==> config.mk <==
export PLATFORM = sky130hd
export DESIGN_NAME = pcint_unit
export DESIGN_NICKNAME = d
export VERILOG_FILES = /design/src/rtl/pcint_pkg.sv /design/src/rtl/pcint_datapath.sv /design/src/rtl/pcint_control.sv /design/src/rtl/pcint_unit.sv
export SDC_FILE = /design/constraint.sdc
export NUM_CORES = 1
export LEC_CHECK = 0
export BUFFER_PORTS_ARGS = -buffer_cell sky130_fd_sc_hd__buf_2
export CAP_MARGIN = 40
export CORE_ASPECT_RATIO = 0.9
export CORE_MARGIN = 3
export CORE_UTILIZATION = 40
export CTS_BUF_LIST = sky130_fd_sc_hd__clkbuf_8
export CTS_CLUSTER_DIAMETER = 40
export DETAILED_ROUTE_END_ITERATION = 6
export SLEW_MARGIN = 30
export SYNTH_ARGS = -nofsm -noshare
export SYNTH_HDL_FRONTEND = slang
export SYNTH_SLANG_ARGS = --single-unit
==> constraint.sdc <==
create_clock -name clk -period 1.6 [get_ports clk]
set_clock_uncertainty 0.1 [all_clocks]
set_input_delay 0.16 -clock clk [delete_from_list [all_inputs] [get_ports clk]]
set_output_delay 0.16 -clock clk [all_outputs]
set_load 0.02 [all_outputs]
==> src/rtl/pcint_pkg.sv <==
package pcint_pkg;
  // Index width for group numbers carried in the strobe struct (up to 16 groups).
  localparam int GRP_IDX_W = 4;

  typedef struct packed {
    logic                 ackFire;   // acknowledge accepted this cycle
    logic [GRP_IDX_W-1:0] ackGroup;  // group whose pending bit is dropped
  } pcint_strobe_t;
endpackage

==> src/rtl/pcint_datapath.sv <==
module pcint_datapath
  import pcint_pkg::*;
#(
  parameter int NUM_GROUPS = 3,
  parameter int GRP_PINS   = 8,
  parameter int ADDR_W     = 3
) (
  input  logic                           clk,
  input  logic                           rstN,
  input  logic [NUM_GROUPS*GRP_PINS-1:0] pinBus,
  input  logic                           wrEn,
  input  logic [ADDR_W-1:0]              wrAddr,
  input  logic [GRP_PINS-1:0]            wrData,
  input  pcint_strobe_t                  strobe,
  output logic [NUM_GROUPS-1:0]          flags,
  output logic [NUM_GROUPS-1:0]          enables
);
  localparam logic [ADDR_W-1:0] ENABLE_ADDR = ADDR_W'(NUM_GROUPS);
  localparam logic [ADDR_W-1:0] CLEAR_ADDR  = ADDR_W'(NUM_GROUPS + 1);

  logic enWrite;
  logic clrWrite;
  assign enWrite  = wrEn && (wrAddr == ENABLE_ADDR);
  assign clrWrite = wrEn && (wrAddr == CLEAR_ADDR);

  always_ff @(posedge clk) begin
    if (!rstN) begin
      enables <= '0;
    end else if (enWrite) begin
      enables <= wrData[NUM_GROUPS-1:0];
    end
  end

  for (genvar g = 0; g < NUM_GROUPS; g++) begin : gGroup
    logic [GRP_PINS-1:0] curPins;
    logic [GRP_PINS-1:0] prevPins;
    logic [GRP_PINS-1:0] maskReg;
    logic                edgeHit;
    logic                dropFlag;

    assign curPins = pinBus[g*GRP_PINS +: GRP_PINS];

    // Previous-cycle copy of every pin, tracked regardless of the mask.
    always_ff @(posedge clk) begin
      if (!rstN) begin
        prevPins <= '0;
      end else begin
        prevPins <= curPins;
      end
    end

    always_ff @(posedge clk) begin
      if (!rstN) begin
        maskReg <= '0;
      end else if (wrEn && (wrAddr == ADDR_W'(g))) begin
        maskReg <= wrData;
      end
    end

    assign edgeHit  = |((curPins ^ prevPins) & maskReg);
    assign dropFlag = (clrWrite && wrData[g]) ||
                      (strobe.ackFire && (strobe.ackGroup == GRP_IDX_W'(g)));

    // A new change wins over a clear in the same cycle.
    always_ff @(posedge clk) begin
      if (!rstN) begin
        flags[g] <= 1'b0;
      end else begin
        flags[g] <= edgeHit | (flags[g] & ~dropFlag);
      end
    end
  end
endmodule

==> src/rtl/pcint_control.sv <==
module pcint_control
  import pcint_pkg::*;
#(
  parameter int NUM_GROUPS  = 3,
  parameter int VEC_W       = 8,
  parameter int VEC_BASE    = 6,
  parameter int VEC_STEP    = 2,
  parameter int ENTRY_CYC   = 2
) (
  input  logic                  clk,
  input  logic                  rstN,
  input  logic [NUM_GROUPS-1:0] flags,
  input  logic [NUM_GROUPS-1:0] enables,
  input  logic                  intAck,
  output logic                  irq,
  output logic [VEC_W-1:0]      vector,
  output pcint_strobe_t         strobe
);
  localparam int CNT_W = $clog2(ENTRY_CYC + 1);

  logic [NUM_GROUPS-1:0] pending;
  logic [GRP_IDX_W-1:0]  selGroup;
  logic                  anyPending;
  logic [CNT_W-1:0]      entryCnt;
  logic                  inEntry;

  assign pending    = flags & enables;
  assign anyPending = |pending;

  // Lowest-numbered pending group has priority.
  always_comb begin
    selGroup = '0;
    for (int i = NUM_GROUPS - 1; i >= 0; i--) begin
      if (pending[i]) selGroup = GRP_IDX_W'(i);
    end
  end

  assign inEntry = (entryCnt != '0);
  assign irq     = anyPending && !inEntry;
  assign vector  = VEC_W'(VEC_BASE) + VEC_W'(selGroup) * VEC_W'(VEC_STEP);

  assign strobe.ackFire  = intAck && irq;
  assign strobe.ackGroup = selGroup;

  always_ff @(posedge clk) begin
    if (!rstN) begin
      entryCnt <= '0;
    end else if (strobe.ackFire) begin
      entryCnt <= CNT_W'(ENTRY_CYC);
    end else if (inEntry) begin
      entryCnt <= entryCnt - 1'b1;
    end
  end
endmodule

==> src/rtl/pcint_unit.sv <==
module pcint_unit
  import pcint_pkg::*;
#(
  parameter int NUM_GROUPS = 3,
  parameter int GRP_PINS   = 8,
  parameter int VEC_W      = 8,
  parameter int VEC_BASE   = 6,
  parameter int VEC_STEP   = 2,
  parameter int ENTRY_CYC  = 2,
  localparam int ADDR_W    = $clog2(NUM_GROUPS + 2),
  localparam int BUS_W     = NUM_GROUPS * GRP_PINS
) (
  input  logic                  clk,
  input  logic                  rstN,
  input  logic [BUS_W-1:0]      pinBus,
  input  logic                  wrEn,
  input  logic [ADDR_W-1:0]     wrAddr,
  input  logic [GRP_PINS-1:0]   wrData,
  input  logic                  intAck,
  output logic                  irq,
  output logic [VEC_W-1:0]      vector,
  output logic [NUM_GROUPS-1:0] grpFlags
);
  pcint_strobe_t         strobe;
  logic [NUM_GROUPS-1:0] enReg;

  pcint_datapath #(
    .NUM_GROUPS(NUM_GROUPS),
    .GRP_PINS  (GRP_PINS),
    .ADDR_W    (ADDR_W)
  ) uData (
    .clk    (clk),
    .rstN   (rstN),
    .pinBus (pinBus),
    .wrEn   (wrEn),
    .wrAddr (wrAddr),
    .wrData (wrData),
    .strobe (strobe),
    .flags  (grpFlags),
    .enables(enReg)
  );

  pcint_control #(
    .NUM_GROUPS(NUM_GROUPS),
    .VEC_W     (VEC_W),
    .VEC_BASE  (VEC_BASE),
    .VEC_STEP  (VEC_STEP),
    .ENTRY_CYC (ENTRY_CYC)
  ) uCtrl (
    .clk    (clk),
    .rstN   (rstN),
    .flags  (grpFlags),
    .enables(enReg),
    .intAck (intAck),
    .irq    (irq),
    .vector (vector),
    .strobe (strobe)
  );
endmodule

==> metrics.cfg <==
[floorplan]
fp.dieH_um=78.6
core_area_sq_um=5440
rows=25
pin_count=51
die_area_sq_um=6810
die_w_um=86.6
start_util=0.430

[finish]
fin_cells=371
fin_util=0.564
nFillCells=495
antenna_cells=0
nets=346
postLayoutCellArea_sq_um=3070
drive_above_1_share=0.247
area_growth_pct=31.2

[synth]
synthMuxAreaShare=0.0812
synth_compound_area_frac=0.0914
synthXorXnorAreaFrac=0.0898
ys_ff_latch=56
synth_edf_count=0
ys.flop_type=dfxtp_1
ys_types=26
avgSynthCellArea_sq_um=10.2
syn_area_sq_um=2340
synthCells=229
synth_fa_ha_area_frac=0.0160
ys_warn_count=0
synth.area.top_cells=dfxtp_1, xor2_1, mux2i_1
yosysSeqAreaShare=0.479
synth_top_family_by_area=simple AND/OR/NAND/NOR gates
yosysTopAreaCell=dfxtp_1
netlist.area_leader.share=0.479
synthTopCellsByCount=dfxtp_1, and2_1, xor2_1
synth_most_common_cell=dfxtp_1
synthSimpleGateAreaFrac=0.198
async_reset_ff_frac=0

[worst_hold_path]
hold_class=in2reg

[sta]
post-route-period-util=1.02
layout_setup_ws_ns=-0.0255
max-slew-margin-rel=0.634
report.final.slew_viol_count=0
hold_ws_ns=0.0248
setup_tns_ns=-0.0341
final_hold_viol_count=0
worst_slew_pin_slew_ns=0.544
grt_setup_unrepaired=true
max_freq_mhz=615
setup_viol=2
final.min_clock_period_ns=1.63

[clock_network]
cts_htree_levels=2
cts_tree=yes
clock_sinks=56
cts-root-buf=clkbuf_8
path_clk_slew_ns=0.09
clockBufferDepth=2
worstSkewPairLatency_ns=0.31
numCtsBuffers=5

[power_and_ir_drop]
finalPower_mw=2.56
ir_worst_vdd_mv=0.439
powerDensity_nw_per_um2=832
p_leak_nw=1.31

[drt]
drc_errors=0
first_pass_iters=4
vias=1755
drtIter0Drc=64
avgRoutedWirePerCell_um=13.8
ant_nets=0
drt-total-wl_um=5120
vias_per_cell=4.73

[global_route]
grt_pass1_wl_um=8360
grt_max_degree=22
track_usage=0.157
grt_pass1_vias=1827
antenna_found_initial=0
grt-ovfl-total=0

[place]
placed_cell_area_sq_um=2670
io_buffer_count=45
dp_slack_ns=-0.0346
gp_congestion=0.700
dp_hpwl_um=3560
dp.cells=337

[worst_setup_path]
start_kind=register
arrival_ns=1.37
rrSetupSlack_ns=0.04
cp-end-kind=output port
critPathKind=reg2out
cp_max_fo=4
required_ns=1.34

[status]
status=complete, but fails checks
violations=setup timing

[run]
cap_violations=0

## flip-flops by register name, summed over array words and instances, names as in the netlist
| register | cells |
|---|---|
| uData.gGroup.maskReg | 24 |
| uData.enables | 3 |
| uData.flags | 3 |
| uCtrl.entryCnt | 2 |
| uData.gGroup.prevPins | 24 |
## cells in the final DEF (no fill, tap or decap), drive strengths merged, types with 4 or more instances in the layout
master / synthesis / layout
dfxtp: 56 / 56
buf: 7 / 54
and2: 24 / 24
xor2: 24 / 24
dlygate4sd3: 0 / 24
nor2b: 20 / 20
mux2i: 19 / 19
nand2: 19 / 19
a22oi: 12 / 12
inv: 7 / 8
a21boi: 8 / 8
conb: 1 / 5
clkbuf: 7 / 5
nand4: 4 / 4
## cell families (layout without fill, tap and decap cells)
family          after synthesis  in the layout
buf+inv                      21             92
simple gates                 77             77
fa+ha+maj                     3              3
mux                          19             19
flops                        56             56
compound gates               28             28
xor+xnor                     24             24
other cells                   1              5
## final timing paths
| kind | from | to | cells past startpoint |
|---|---|---|---|
| worst min-delay path | wrData[5] | uData.gGroup[0].maskReg[5] | 3 |
| worst min register to register | uData.gGroup[0].maskReg[2] | uData.gGroup[0].maskReg[2] | 2 |
| worst max register to register | uData.enables[1] | uData.flags[0] | 5 |
| worst max-delay path | uData.enables[1] | irq | 4 |
## final cells by class
class / instances / area, sq um / share of cell area
clock buffers: 5 / 68.8 / 0.0224
multi-input cells: 156 / 1200 / 0.389
well taps: 67 / 83.8 / 0.0273
repair buffers: 78 / 556 / 0.181
flip-flops and latches: 56 / 1130 / 0.369
inverters: 7 / 26.3 / 0.00855
clock inverters: 2 / 8.76 / 0.00285
## what timing repair did
action	CTS	global route
gates resized for setup	10	8
buffers inserted	4	0
hold buffers	24	0
setup endpoints to repair	4	5
endpoints found under the hold margin	24	0
pin swaps	4	6
## power by group
group / switching (mW) / total (mW) / internal, mW
Sequential: 0.0308 / 1.48 / 1.45
Combinational: 0.159 / 0.340 / 0.181
Clock: 0.444 / 0.737 / 0.293
Total: 0.634 / 2.56 / 1.92
## critical path: stages, from the launching register on
cell	delay (ns)
dfxtp_2	0.36
a222oi_1	0.31
buf_4	0.19
nor3_1	0.04
buf_2	0.16
## metal layers
metal / track usage / up-vias / wire, um
li1: - / 909 / -
met4: 0.0327 / 0 / 25
met1: 0.200 / 805 / 2470
met5: 0 / - / 0
met3: 0.0483 / 5 / 228
met2: 0.260 / 36 / 2390
Power figures use the tool's default switching activity.
